$ cat src/rtl/utx_pkg.sv
package utx_pkg;
  typedef enum logic [1:0] {
    LD_NONE = 2'd0,
    LD_PRE  = 2'd1,
    LD_BRK  = 2'd2,
    LD_DATA = 2'd3
  } load_kind_e;
endpackage

$ cat src/rtl/utx_flags.sv
module utx_flags (
  input  logic clk,
  input  logic rst_n,
  input  logic sr_rd_i,
  input  logic dr_wr_i,
  input  logic xfer_i,
  input  logic tc_act_i,
  input  logic idle_i,
  output logic tdre_o,
  output logic tc_o
);
  logic tdre_arm, tc_arm;

  always_ff @(posedge clk) begin
    if (!rst_n) begin
      tdre_o   <= 1'b1;
      tc_o     <= 1'b1;
      tdre_arm <= 1'b0;
      tc_arm   <= 1'b0;
    end else begin
      if (xfer_i)                   tdre_o <= 1'b1;
      else if (dr_wr_i && tdre_arm) tdre_o <= 1'b0;

      if (dr_wr_i)                  tdre_arm <= 1'b0;
      else if (sr_rd_i && tdre_o)   tdre_arm <= 1'b1;

      if (tc_act_i && tc_arm)       tc_o <= 1'b0;
      else if (idle_i)              tc_o <= 1'b1;

      if (tc_act_i)                 tc_arm <= 1'b0;
      else if (sr_rd_i && tc_o)     tc_arm <= 1'b1;
    end
  end

  // the empty flag only drops right after a data write
  a_r3_tdre_fall_on_write: assert property (@(posedge clk) disable iff (!rst_n)
    $fell(tdre_o) |-> $past(dr_wr_i));
  // the empty flag only drops when a read that saw it set came first
  a_r6_tdre_fall_needs_arm: assert property (@(posedge clk) disable iff (!rst_n)
    $fell(tdre_o) |-> $past(tdre_arm));
  // the empty flag only rises when a character enters the shifter
  a_r4_tdre_rise_on_xfer: assert property (@(posedge clk) disable iff (!rst_n)
    $rose(tdre_o) |-> $past(xfer_i));
  // transmit-complete only drops after an armed action
  a_r5_tc_fall_on_action: assert property (@(posedge clk) disable iff (!rst_n)
    $fell(tc_o) |-> ($past(tc_act_i) && $past(tc_arm)));
endmodule

$ cat src/rtl/utx_queue.sv
module utx_queue
  import utx_pkg::*;
(
  input  logic       clk,
  input  logic       rst_n,
  input  logic       te_i,
  input  logic       brk_i,
  input  logic       slot_i,
  input  logic       tdre_i,
  output load_kind_e kind_o,
  output logic       pre_rise_o,
  output logic       brk_rise_o,
  output logic       pend_o
);
  logic te_q, brk_q, pre_pend, brk_pend;
  logic pre_now, brk_now;

  assign pre_rise_o = te_i & ~te_q;
  assign brk_rise_o = brk_i & ~brk_q;
  assign pre_now    = pre_pend | pre_rise_o;
  assign brk_now    = brk_pend | brk_i;
  assign pend_o     = pre_pend | brk_pend | brk_i;

  always_comb begin
    if (pre_now)      kind_o = LD_PRE;
    else if (brk_now) kind_o = LD_BRK;
    else if (!tdre_i) kind_o = LD_DATA;
    else              kind_o = LD_NONE;
  end

  always_ff @(posedge clk) begin
    if (!rst_n) begin
      te_q     <= 1'b0;
      brk_q    <= 1'b0;
      pre_pend <= 1'b0;
      brk_pend <= 1'b0;
    end else begin
      te_q  <= te_i;
      brk_q <= brk_i;
      if (slot_i && kind_o == LD_PRE) pre_pend <= 1'b0;
      else if (pre_rise_o)            pre_pend <= 1'b1;
      if (slot_i && kind_o == LD_BRK) brk_pend <= 1'b0;
      else if (brk_rise_o)            brk_pend <= 1'b1;
    end
  end

  // buffered data never starts ahead of a pending preamble or break
  a_r9_data_last: assert property (@(posedge clk) disable iff (!rst_n)
    (slot_i && kind_o == LD_DATA) |-> (!pre_pend && !brk_pend));
  // a queued break stays pending until a slot consumes it
  a_r7_break_held: assert property (@(posedge clk) disable iff (!rst_n)
    (brk_pend && !slot_i) |=> brk_pend);
endmodule

$ cat src/rtl/utx_shifter.sv
module utx_shifter
  import utx_pkg::*;
#(
  parameter int DATA_W = 8
) (
  input  logic              clk,
  input  logic              rst_n,
  input  logic              tick_i,
  input  logic              en_i,
  input  logic              nine_i,
  input  load_kind_e        kind_i,
  input  logic [DATA_W:0]   data_i,
  output logic              slot_o,
  output logic              busy_o,
  output logic              tx_o
);
  localparam int FRAME_MAX = DATA_W + 3;
  localparam int CNT_W     = $clog2(FRAME_MAX + 1);
  localparam logic [CNT_W-1:0] LEN_SHORT = CNT_W'(DATA_W + 2);
  localparam logic [CNT_W-1:0] LEN_LONG  = CNT_W'(DATA_W + 3);

  logic [FRAME_MAX-1:0] shreg, frame;
  logic [CNT_W-1:0]     cnt, len;

  assign len    = nine_i ? LEN_LONG : LEN_SHORT;
  assign slot_o = en_i & tick_i & (~busy_o | (cnt == CNT_W'(1)));
  assign tx_o   = (busy_o & en_i) ? shreg[0] : 1'b1;

  always_comb begin
    frame = '1;
    unique case (kind_i)
      LD_BRK: frame = '0;
      LD_DATA: begin
        frame[0]        = 1'b0;
        frame[DATA_W:1] = data_i[DATA_W-1:0];
        if (nine_i) frame[DATA_W+1] = data_i[DATA_W];
      end
      default: ;
    endcase
  end

  always_ff @(posedge clk) begin
    if (!rst_n) begin
      busy_o <= 1'b0;
      cnt    <= '0;
      shreg  <= '1;
    end else if (!en_i) begin
      busy_o <= 1'b0;
      shreg  <= '1;
    end else if (slot_o && kind_i != LD_NONE) begin
      busy_o <= 1'b1;
      cnt    <= len;
      shreg  <= frame;
    end else if (tick_i && busy_o) begin
      if (cnt == CNT_W'(1)) busy_o <= 1'b0;
      else                  cnt    <= cnt - CNT_W'(1);
      shreg <= {1'b1, shreg[FRAME_MAX-1:1]};
    end
  end

  // the bit counter stays inside one character while busy
  a_r2_count_bound: assert property (@(posedge clk) disable iff (!rst_n)
    busy_o |-> (cnt != '0 && cnt <= CNT_W'(FRAME_MAX)));
  // a data load puts the start bit on the line next cycle
  a_r2_start_low: assert property (@(posedge clk) disable iff (!rst_n)
    (slot_o && kind_i == LD_DATA) |=> (!tx_o || !en_i));
  // a break load drives the line low next cycle
  a_r7_break_low: assert property (@(posedge clk) disable iff (!rst_n)
    (slot_o && kind_i == LD_BRK) |=> (!tx_o || !en_i));
  // a preamble keeps the line high
  a_r9_preamble_high: assert property (@(posedge clk) disable iff (!rst_n)
    (slot_o && kind_i == LD_PRE) |=> tx_o);
endmodule

$ cat src/rtl/utx_break_tx.sv
module utx_break_tx
  import utx_pkg::*;
#(
  parameter int DATA_W = 8
) (
  input  logic              clk,
  input  logic              rst_n,
  input  logic              baud_tick,
  input  logic              tx_en,
  input  logic              brk_req,
  input  logic              nine_bit,
  input  logic              dr_wr,
  input  logic [DATA_W:0]   dr_wdata,
  input  logic              sr_rd,
  output logic              tx_o,
  output logic              buf_empty,
  output logic              tx_done
);
  logic [DATA_W:0] dbuf;
  load_kind_e      kind;
  logic            slot, busy, pre_rise, brk_rise, pend;
  logic            xfer, tc_act, idle_now;

  always_ff @(posedge clk) begin
    if (!rst_n)     dbuf <= '0;
    else if (dr_wr) dbuf <= dr_wdata;
  end

  assign xfer     = slot & (kind == LD_DATA);
  assign tc_act   = dr_wr | pre_rise | brk_rise;
  assign idle_now = buf_empty & ~busy & ~pend;

  utx_queue u_queue (
    .clk(clk), .rst_n(rst_n), .te_i(tx_en), .brk_i(brk_req),
    .slot_i(slot), .tdre_i(buf_empty), .kind_o(kind),
    .pre_rise_o(pre_rise), .brk_rise_o(brk_rise), .pend_o(pend)
  );

  utx_shifter #(.DATA_W(DATA_W)) u_shift (
    .clk(clk), .rst_n(rst_n), .tick_i(baud_tick), .en_i(tx_en),
    .nine_i(nine_bit), .kind_i(kind), .data_i(dbuf),
    .slot_o(slot), .busy_o(busy), .tx_o(tx_o)
  );

  utx_flags u_flags (
    .clk(clk), .rst_n(rst_n), .sr_rd_i(sr_rd), .dr_wr_i(dr_wr),
    .xfer_i(xfer), .tc_act_i(tc_act), .idle_i(idle_now),
    .tdre_o(buf_empty), .tc_o(tx_done)
  );

  // the line is high whenever the transmitter is disabled
  a_r10_disabled_high: assert property (@(posedge clk) disable iff (!rst_n)
    !tx_en |-> tx_o);
  // transmit-complete is never set while a character is on the line
  a_r5_done_not_while_busy: assert property (@(posedge clk) disable iff (!rst_n)
    ($rose(tx_done)) |-> $past(!busy));
endmodule

$ cat config.mk
export PLATFORM = sky130hd
export DESIGN_NAME = utx_break_tx
export DESIGN_NICKNAME = d
export VERILOG_FILES = /design/src/rtl/utx_pkg.sv /design/src/rtl/utx_flags.sv /design/src/rtl/utx_queue.sv /design/src/rtl/utx_shifter.sv /design/src/rtl/utx_break_tx.sv
export SDC_FILE = /design/constraint.sdc
export NUM_CORES = 1
export LEC_CHECK = 0
export BUFFER_PORTS_ARGS = -buffer_cell sky130_fd_sc_hd__buf_2
export CORE_AREA = 2 2 53 55
export CTS_CLUSTER_SIZE = 20
export DETAILED_ROUTE_END_ITERATION = 10
export DIE_AREA = 0 0 55 57
export MAX_ROUTING_LAYER = met4
export PLACE_DENSITY_LB_ADDON = 0.2
export SYNTH_ARGS = -nofsm -noshare
export SYNTH_HDL_FRONTEND = slang
export SYNTH_SLANG_ARGS = --single-unit
$ cat constraint.sdc
create_clock -name clk -period 2.9 [get_ports clk]
set_input_delay 0 -clock clk [delete_from_list [all_inputs] [get_ports clk]]
set_output_delay 0 -clock clk [all_outputs]
set_load 0.02 [all_outputs]
==> results of run 1 <==
[cell usage in the layout, fill, tap and decap left out, types with 2 or more instances in the layout]
cell | Yosys | routed
and2_1 | 2 | 2
buf_2 | 2 | 19
ha_1 | 2 | 2
a21oi_1 | 15 | 15
mux2i_1 | 9 | 9
inv_1 | 5 | 5
o211ai_1 | 2 | 2
clkbuf_4 | 0 | 5
nor2b_1 | 12 | 12
nor3_1 | 4 | 4
nor2_1 | 3 | 3
dfxtp_1 | 33 | 33
o21ai_0 | 4 | 4
nor3b_1 | 5 | 5
dlygate4sd3_1 | 0 | 12
a221o_1 | 10 | 10
a211oi_1 | 3 | 3
nand3_1 | 2 | 2
nand2_1 | 17 | 17
and3_1 | 2 | 2
clkbuf_8 | 0 | 2
[metrics by stage]
step	cells	instance area (µm²)	util, %	hold slack, ps
finish	219	1760	67.32	19.43
global placement	199	1570	60.05	257.8
CTS	219	1760	67.32	7.706
floorplan	155	1461	-	121.7
global route	219	1760	67.32	52.27
detailed placement	199	1570	60.05	268.6
[logic make-up after synthesis]
family / after synthesis / synth area share, %
adder cells (fa/ha/maj): 2 / 1.712
AO/OA/AOI/OAI: 46 / 23.20
multiplexers: 9 / 6.165
AND/OR/NAND/NOR: 54 / 20.72
flip-flops: 33 / 45.21
buffers and inverters: 11 / 2.996
[final timing paths]
path	end	startpoint	cells after the start
setup / recovery	u_shift.shreg[2]	u_shift.cnt[1]	6
hold / removal	u_shift.busy_o	baud_tick	4
setup reg to reg	u_shift.shreg[2]	u_shift.cnt[1]	6
hold reg to reg	u_shift.shreg[8]	u_shift.shreg[9]	1
[worst max-delay path: stages (launching register included)]
cell	delay [ps]
dfxtp_1	380
inv_1	90
ha_1	180
nor3b_2	180
a211oi_1	750
a21oi_1	130
a221o_1	290
[state kept, by name, summed over array words and instances, names as in the netlist]
signal and flops:
u_flags.tc_arm 1, u_queue.brk_q 1, u_flags.tc_o 1, u_flags.tdre_arm 1
u_shift.busy_o 1, dbuf 9, u_queue.te_q 1, u_shift.shreg 11
u_flags.tdre_o 1, u_queue.brk_pend 1, u_queue.pre_pend 1, u_shift.cnt 4
[metal layers]
metal | vias up | part of all wire [%] | track usage, %
li1 | 639 | - | -
met1 | 594 | 43 | 26.30
met2 | 33 | 51 | 39.46
met3 | 4 | 4.9 | 9.686
met4 | 0 | 0.94 | 9.408
met5 | - | 0 | -
[what timing repair did]
item,CTS,global route
gates resized for setup,0,0
hold buffers,12,0
endpoints found under the hold margin,13,0
[power groups by stage]
stage          logic [mW]  clock network, mW  registers (mW)
2_1_floorplan      0.0746                  0           0.498
3_3_place_gp        0.100                  0           0.500
3_5_place_dp        0.104                  0           0.501
4_1_cts             0.117              0.302           0.491
5_1_grt             0.130              0.328           0.494
6_report            0.117              0.295           0.491
[area by class of cell]
class	count	share of cell area, %
Clock buffer	7	3.696
Clock inverter	1	0.2843
Inverter	5	1.066
Multi-Input combinational cell	111	43.00
Sequential cell	33	37.53
Tap cell	31	2.203
Timing Repair Buffer	31	12.22
==> results.yml, run 1 <==
timing:
  setup_slack_ps: 799.5
  fin_crit_ps: 2101
  timing.setup.tns_ps: 0
  slew_viol_final: 0
  worst_pin_slew_ps: 868.3
  setup_viol: 0
  slew_headroom_pct: 41.77
  fmax_mhz: 476.1
  clock_skew_ps: 10.86
  fin_crit_sh_pct: 72.43
  timing_hold_violations_final: 0
  grt_setup_unrepaired: "no"
place:
  gp_congestion: 0.8405
  dp_hpwl_um: 2156
  dp_slack_ps: 818.7
  port_buffers: 19
synthesis:
  syn_inst: 155
  yosysTopAreaCell: "dfxtp_1"
  postSynthRegisterBits: 33
  ys_warn_count: 0
  synth_edf_count: 0
  synth_nets: 174
  yosys-top-cells-area: "dfxtp_1, a221o_1, mux2i_1"
  ys_seq_area_share_pct: 45.21
  synthMostInstantiatedCell: "dfxtp_1"
  syn_area_mm2: 0.001461
  synthArstFlopShare_pct: 0
  netlist_top_cells_count: "dfxtp_1, nand2_1, a21oi_1"
  synth_top_area_share_pct: 45.21
  ys_types: 39
  syn_avg_cell_area_um2: 9.428
  ys.flop_type: "dfxtp_1"
power:
  seqPwrFrac_pct: 54.4
  p_sw_share_pct: 25.62
  power_leakage_nw: 0.6881
  switchingPower_mw: 0.2313
  p_clk_share_pct: 32.6
  p_comb_share_pct: 13.0
  power.total_mw: 0.9029
  p_int_mw: 0.6716
  power_density_mw_per_mm2: 512.9
  max-vdd-ir-drop_uv: 431.3
drt:
  wl_um: 3100
  antenna_left: 0
  drtIter0Drc: 35
  drcViolationCount: 0
  dr_total_vias: 1270
  routedWlPerCell_um: 14.16
  firstDrtPassIters: 5
  vias_per_cell: 5.799
clock_tree:
  cts-htree-levels: 2
  clock_path_buffers: 2
  worstSkewPairLatency_ps: 340
  tritoncts: "done"
  numCtsBuffers: 5
  path_clk_slew_ps: 100
  clkSinkCount: 33
  root_buffer: "clkbuf_4"
  post_cts_buffers: 0
cells_and_area:
  antenna_cells: 0
  drive_gt1_share_pct: 16.49
  multi_input_area_um2: 757.0
  nFillCells: 220
  nets: 206
  syn2layout_area_growth_pct: 20.46
  regArea_um2: 660.6
hold_path:
  hold_path_class: "input pin to flip-flop"
floorplan:
  fp.dieArea_mm2: 0.003135
  fp.dieW_um: 55
  io_pins: 20
  rows: 19
  die_y_um: 57
  start_util_pct: 55.89
  core-area_mm2: 0.002615
global_routing:
  grt_overflow: 0
  grt_pass1_wl_um: 5326
  antenna_found_initial: 0
  grt_usage_pct: 24.43
  grt_max_degree: 22
  grt_pass1_vias: 1257
setup_path:
  crit_required_ps: 3140
  r2r_setup_slack_ps: 800
  critPathKind: "flip-flop to flip-flop"
  end_kind: "flip-flop"
  cp-start-kind: "flip-flop"
  cp.arrival_ps: 2340
  crit_fanout: 8
flow_run:
  maxCapViolCount: 0
run_status:
  status: "complete, no violations"
No activity file was read; power rests on OpenSTA's default activity.
==> run 2, diff against run 1 <==
--- a/config.mk
+++ b/config.mk
@@ -6,10 +6,10 @@
 export NUM_CORES = 1
 export LEC_CHECK = 0
 export BUFFER_PORTS_ARGS = -buffer_cell sky130_fd_sc_hd__buf_2
-export CORE_AREA = 2 2 53 55
+export CORE_AREA = 2 2 55 57
 export CTS_CLUSTER_SIZE = 20
 export DETAILED_ROUTE_END_ITERATION = 10
-export DIE_AREA = 0 0 55 57
+export DIE_AREA = 0 0 57 59
 export MAX_ROUTING_LAYER = met4
 export PLACE_DENSITY_LB_ADDON = 0.2
 export SYNTH_ARGS = -nofsm -noshare
==> constraint.sdc (replaced) <==
create_clock -name clk -period 2 [get_ports clk]
set_input_delay 0 -clock clk [delete_from_list [all_inputs] [get_ports clk]]
set_output_delay 0 -clock clk [all_outputs]
set_load 0.02 [all_outputs]
==> results.yml, run 2 (synthesis results as in run 1) <==
power:
  power_density_mw_per_mm2: 703.5
  max-vdd-ir-drop_uv: 573.4
  power_leakage_nw: 0.6959
run_status:
  status: "complete, no violations"
timing:
  timing_hold_violations_final: 0
  slew_viol_final: 0
  fmax_mhz: 530.5
  clock_skew_ps: 7.686
  fin_crit_ps: 1885
  slew_headroom_pct: 70.61
  setup_slack_ps: 115.1
  grt_setup_unrepaired: "no"
  fin_crit_sh_pct: 94.24
  setup_viol: 0
  worst_pin_slew_ps: 440.8
drt:
  vias_per_cell: 5.784
  wl_um: 3323
  antenna_left: 0
  dr_total_vias: 1284
  drcViolationCount: 0
  drtIter0Drc: 44
  routedWlPerCell_um: 14.97
  firstDrtPassIters: 4
setup_path:
  cp-start-kind: "flip-flop"
  crit_fanout: 6
  end_kind: "flip-flop"
  cp.arrival_ps: 2120
  critPathKind: "flip-flop to flip-flop"
  crit_required_ps: 2240
clock_tree:
  clock_path_buffers: 2
  numCtsBuffers: 5
  post_cts_buffers: 0
  tritoncts: "done"
  cts-htree-levels: 2
  path_clk_slew_ps: 100
  worstSkewPairLatency_ps: 340
  root_buffer: "clkbuf_4"
  clkSinkCount: 33
flow_run:
  maxCapViolCount: 0
cells_and_area:
  nets: 209
  fin_util_pct: 65.42
  reg.largest.list: "u_shift.shreg (11), dbuf (9), u_shift.cnt (4)"
  largest_register_ffs: 11
  mostFrequentLayoutCells: "dfxtp_1, buf_2, nand2_1"
  drive_gt1_share_pct: 18.32
  antenna_cells: 0
  syn2layout_area_growth_pct: 21.32
  final_common_cell: "dfxtp_1"
  nFillCells: 231
  regArea_um2: 660.6
  top_register: "u_shift.shreg"
  multi_input_area_um2: 768.2
place:
  dp_slack_ps: -20.27
  dp_hpwl_um: 2212
  gp_congestion: 0.8431
  port_buffers: 19
global_routing:
  grt_pass1_vias: 1284
  grt_pass1_wl_um: 5706
  grt_max_degree: 22
  grt_usage_pct: 22.68
  grt_overflow: 0
  antenna_found_initial: 0
floorplan:
  start_util_pct: 53.92
  core-area_mm2: 0.002710
  fp.dieW_um: 57
  io_pins: 20
  fp.dieArea_mm2: 0.003363
  rows: 19
  die_y_um: 59
hold_path:
  hold_path_class: "input pin to flip-flop"
-- run 2: cell types whose count changed in the layout (fill, tap and decap cells not counted), sizes merged --
cell	before	now
dlygate4sd3	12	11
buf	19	23
clkinv	1	2
clkbuf	7	6
-- run 2: power by group --
part | internal [mW] | switching (mW)
registers | 0.689 | 0.0224
clock network | 0.134 | 0.225
logic | 0.0850 | 0.0927
total | 0.907 | 0.340
-- run 2: through the flow --
step,power (mW),hold slack [ps],setup TNS [ps],std cells,area (µm²)
CTS,1.252,3.797,0,222,1765
floorplan,0.8297,121.7,0,155,1461
global route,1.308,16.26,0,222,1773
detailed placement,0.8830,266.4,-73.71,203,1600
finish,1.247,5.983,0,222,1773
global placement,0.8746,258.7,0,203,1600
-- run 2: path summary, 6_finish.rpt --
kind                         start                to  slack (ps)  cells after the start
setup / recovery  u_queue.brk_pend    u_shift.cnt[0]         120                      4
hold / removal               sr_rd  u_flags.tdre_arm           6                      3
setup reg to reg  u_queue.brk_pend    u_shift.cnt[0]         120                      4
hold reg to reg   u_shift.shreg[0]  u_shift.shreg[0]         490                      1
-- run 2: timing repair --
action / in CTS / in global routing
hold buffers: 11 / 0
gates resized for setup: 1 / 1
endpoints found under the setup margin: 9 / 10
endpoints found under the hold margin: 11 / 0
-- run 2: cell type report --
type                       count  area share [%]
inverter                       5           1.059
sequential                    33           37.26
clock inverter                 2          0.5646
timing repair buffer          34           13.27
tap                           31           2.188
multi-input combinational    111           43.33
clock buffer                   6           2.329
-- run 2: critical path: stages, from the launching register on --
cell and delay [ps]:
dfxtp_1 360, or3b_1 440, or3_1 460, and3_1 240, o31a_1 290
-- run 2: metal layers --
layer | vias to the layer above | global-route usage (%) | wire [µm]
met5 | - | - | 0
met4 | 0 | 7.309 | 28
met3 | 5 | 5.895 | 138
met2 | 30 | 40.56 | 1707
met1 | 606 | 24.66 | 1448
li1 | 643 | - | -
==> run 3, diff against run 2 <==
--- a/config.mk
+++ b/config.mk
@@ -6,10 +6,12 @@
 export NUM_CORES = 1
 export LEC_CHECK = 0
 export BUFFER_PORTS_ARGS = -buffer_cell sky130_fd_sc_hd__buf_2
-export CORE_AREA = 2 2 55 57
+export CELL_PAD_IN_SITES_DETAIL_PLACEMENT = 1
+export CELL_PAD_IN_SITES_GLOBAL_PLACEMENT = 1
+export CORE_AREA = 2 2 62 64
 export CTS_CLUSTER_SIZE = 20
 export DETAILED_ROUTE_END_ITERATION = 10
-export DIE_AREA = 0 0 57 59
+export DIE_AREA = 0 0 64 66
 export MAX_ROUTING_LAYER = met4
 export PLACE_DENSITY_LB_ADDON = 0.2
 export SYNTH_ARGS = -nofsm -noshare
==> results.yml, run 3 (synthesis results as in run 1) <==
global_routing:
  grt_overflow: 0
  grt_pass1_vias: 1363
  grt_pass1_wl_um: 6451
  grt_max_degree: 22
  antenna_found_initial: 0
  grt_usage_pct: 20.14
cells_and_area:
  nets: 210
  mostFrequentLayoutCells: "dfxtp_1, buf_2, nand2_1"
  largest_register_ffs: 11
  antenna_cells: 0
  syn2layout_area_growth_pct: 23.46
  nFillCells: 422
  reg.largest.list: "u_shift.shreg (11), dbuf (9), u_shift.cnt (4)"
  drive_gt1_share_pct: 19.27
  final_common_cell: "dfxtp_1"
  top_register: "u_shift.shreg"
place:
  gp_congestion: 0.7884
  dp_slack_ps: 3.857
  port_buffers: 19
  dp_hpwl_um: 2568
floorplan:
  start_util_pct: 41.16
  die_y_um: 66
  core-area_mm2: 0.003551
  fp.dieArea_mm2: 0.004224
  fp.dieW_um: 64
  rows: 22
  io_pins: 20
setup_path:
  crit_required_ps: 2220
  crit_fanout: 7
  end_kind: "flip-flop"
  cp.arrival_ps: 2100
  rr_worst_depth: 7
  critPathKind: "flip-flop to flip-flop"
  cp-start-kind: "flip-flop"
timing:
  fin_crit_sh_pct: 94.13
  setup_slack_ps: 117.3
  grt_setup_unrepaired: "no"
  timing_hold_violations_final: 0
  timing.setup.tns_ps: 0
  clock_skew_ps: 11.52
  fin_crit_ps: 1883
  fmax_mhz: 531.2
  slew_viol_final: 0
  setup_viol: 0
  worst_pin_slew_ps: 430.0
  slew_headroom_pct: 71.33
drt:
  drtIter0Drc: 50
  wl_um: 3728
  routedWlPerCell_um: 15.53
  vias_per_cell: 5.442
  firstDrtPassIters: 4
  drcViolationCount: 0
  antenna_left: 0
  dr_total_vias: 1306
clock_tree:
  root_buffer: "clkbuf_4"
  clock_path_buffers: 2
  path_clk_slew_ps: 110
  post_cts_buffers: 0
  tritoncts: "done"
  clkSinkCount: 33
  worstSkewPairLatency_ps: 330
  cts-htree-levels: 2
  numCtsBuffers: 5
power:
  p_clk_share_pct: 29.4
  seqPwrFrac_pct: 56.1
  power_density_mw_per_mm2: 703.6
  p_sw_share_pct: 28.42
  power_leakage_nw: 0.6970
  max-vdd-ir-drop_uv: 361.5
  p_comb_share_pct: 14.5
  p_int_mw: 0.9088
  switchingPower_mw: 0.3608
flow_run:
  maxCapViolCount: 0
hold_path:
  hold_path_class: "input pin to flip-flop"
  hold_depth: 2
run_status:
  status: "complete, no violations"
==> run 3: changes by cell type in the layout (fill, tap and decap cells not counted), sizes merged <==
cell	previous run	this run
clkinvlp	0	1
buf	23	24
clkbuf	6	5
==> run 3: repair_timing <==
action / in CTS / in global routing
gates resized for setup: 1 / 1
hold buffers: 11 / 0
gates cloned: 0 / 0
hold endpoints to repair: 11 / 0
setup endpoints to repair: 9 / 1
==> run 3: final timing paths <==
check / slack [ps] / start / to
worst min register to register: 490 / u_shift.shreg[0] / u_shift.shreg[0]
worst max-delay path: 120 / u_shift.cnt[1] / u_shift.shreg[9]
worst min-delay path: 20 / rst_n / u_flags.tc_o
worst max register to register: 120 / u_shift.cnt[1] / u_shift.shreg[9]
==> run 3: routing by layer <==
metal  global-route usage [%]  vias up  share of wire, %
li1                         -      650                 -
met2                    34.11       22                48
met4                    5.707        0               1.2
met1                    24.92      629                48
met5                        -        -                 0
met3                    3.237        5               2.7
==> run 3: per-stage QoR <==
step | instances | total power, mW | cell area [µm²] | utilization (%) | hold slack [ps]
after floorplan | 155 | 0.8297 | 1461 | - | 121.7
after detailed placement | 221 | 0.8895 | 1629 | 45.88 | 269.0
after CTS | 240 | 1.274 | 1798 | 50.63 | 11.64
final | 240 | 1.270 | 1804 | 50.81 | 17.52
after global placement | 221 | 0.8795 | 1629 | 45.88 | 257.0
after global routing | 240 | 1.333 | 1804 | 50.81 | 36.08
==> run 3: power groups by stage <==
stage / Clock (mW) / Combinational [mW] / Sequential, mW
floorplan: 0 / 0.108 / 0.721
global placement: 0 / 0.155 / 0.725
detailed placement: 0 / 0.163 / 0.726
CTS: 0.382 / 0.181 / 0.711
global route: 0.413 / 0.204 / 0.716
finish: 0.374 / 0.184 / 0.712
==> run 3: area by class of cell <==
type | instances | area, µm² | area share, %
Multi-Input combinational cell | 111 | 767.0 | 42.51
Sequential cell | 33 | 660.6 | 36.62
Timing Repair Buffer | 35 | 242.7 | 13.45
Tap cell | 48 | 60.06 | 3.329
Clock buffer | 5 | 37.54 | 2.080
Inverter | 5 | 18.77 | 1.040
Clock inverter | 3 | 17.52 | 0.9709
==> run 3: worst max-delay path, stage by stage, from the launching register on <==
cell      delay, ps
dfxtp_1         350
inv_1            90
ha_1            150
nor3b_4         270
o211a_2         330
buf_4           180
o311ai_1         90
a221o_1         300
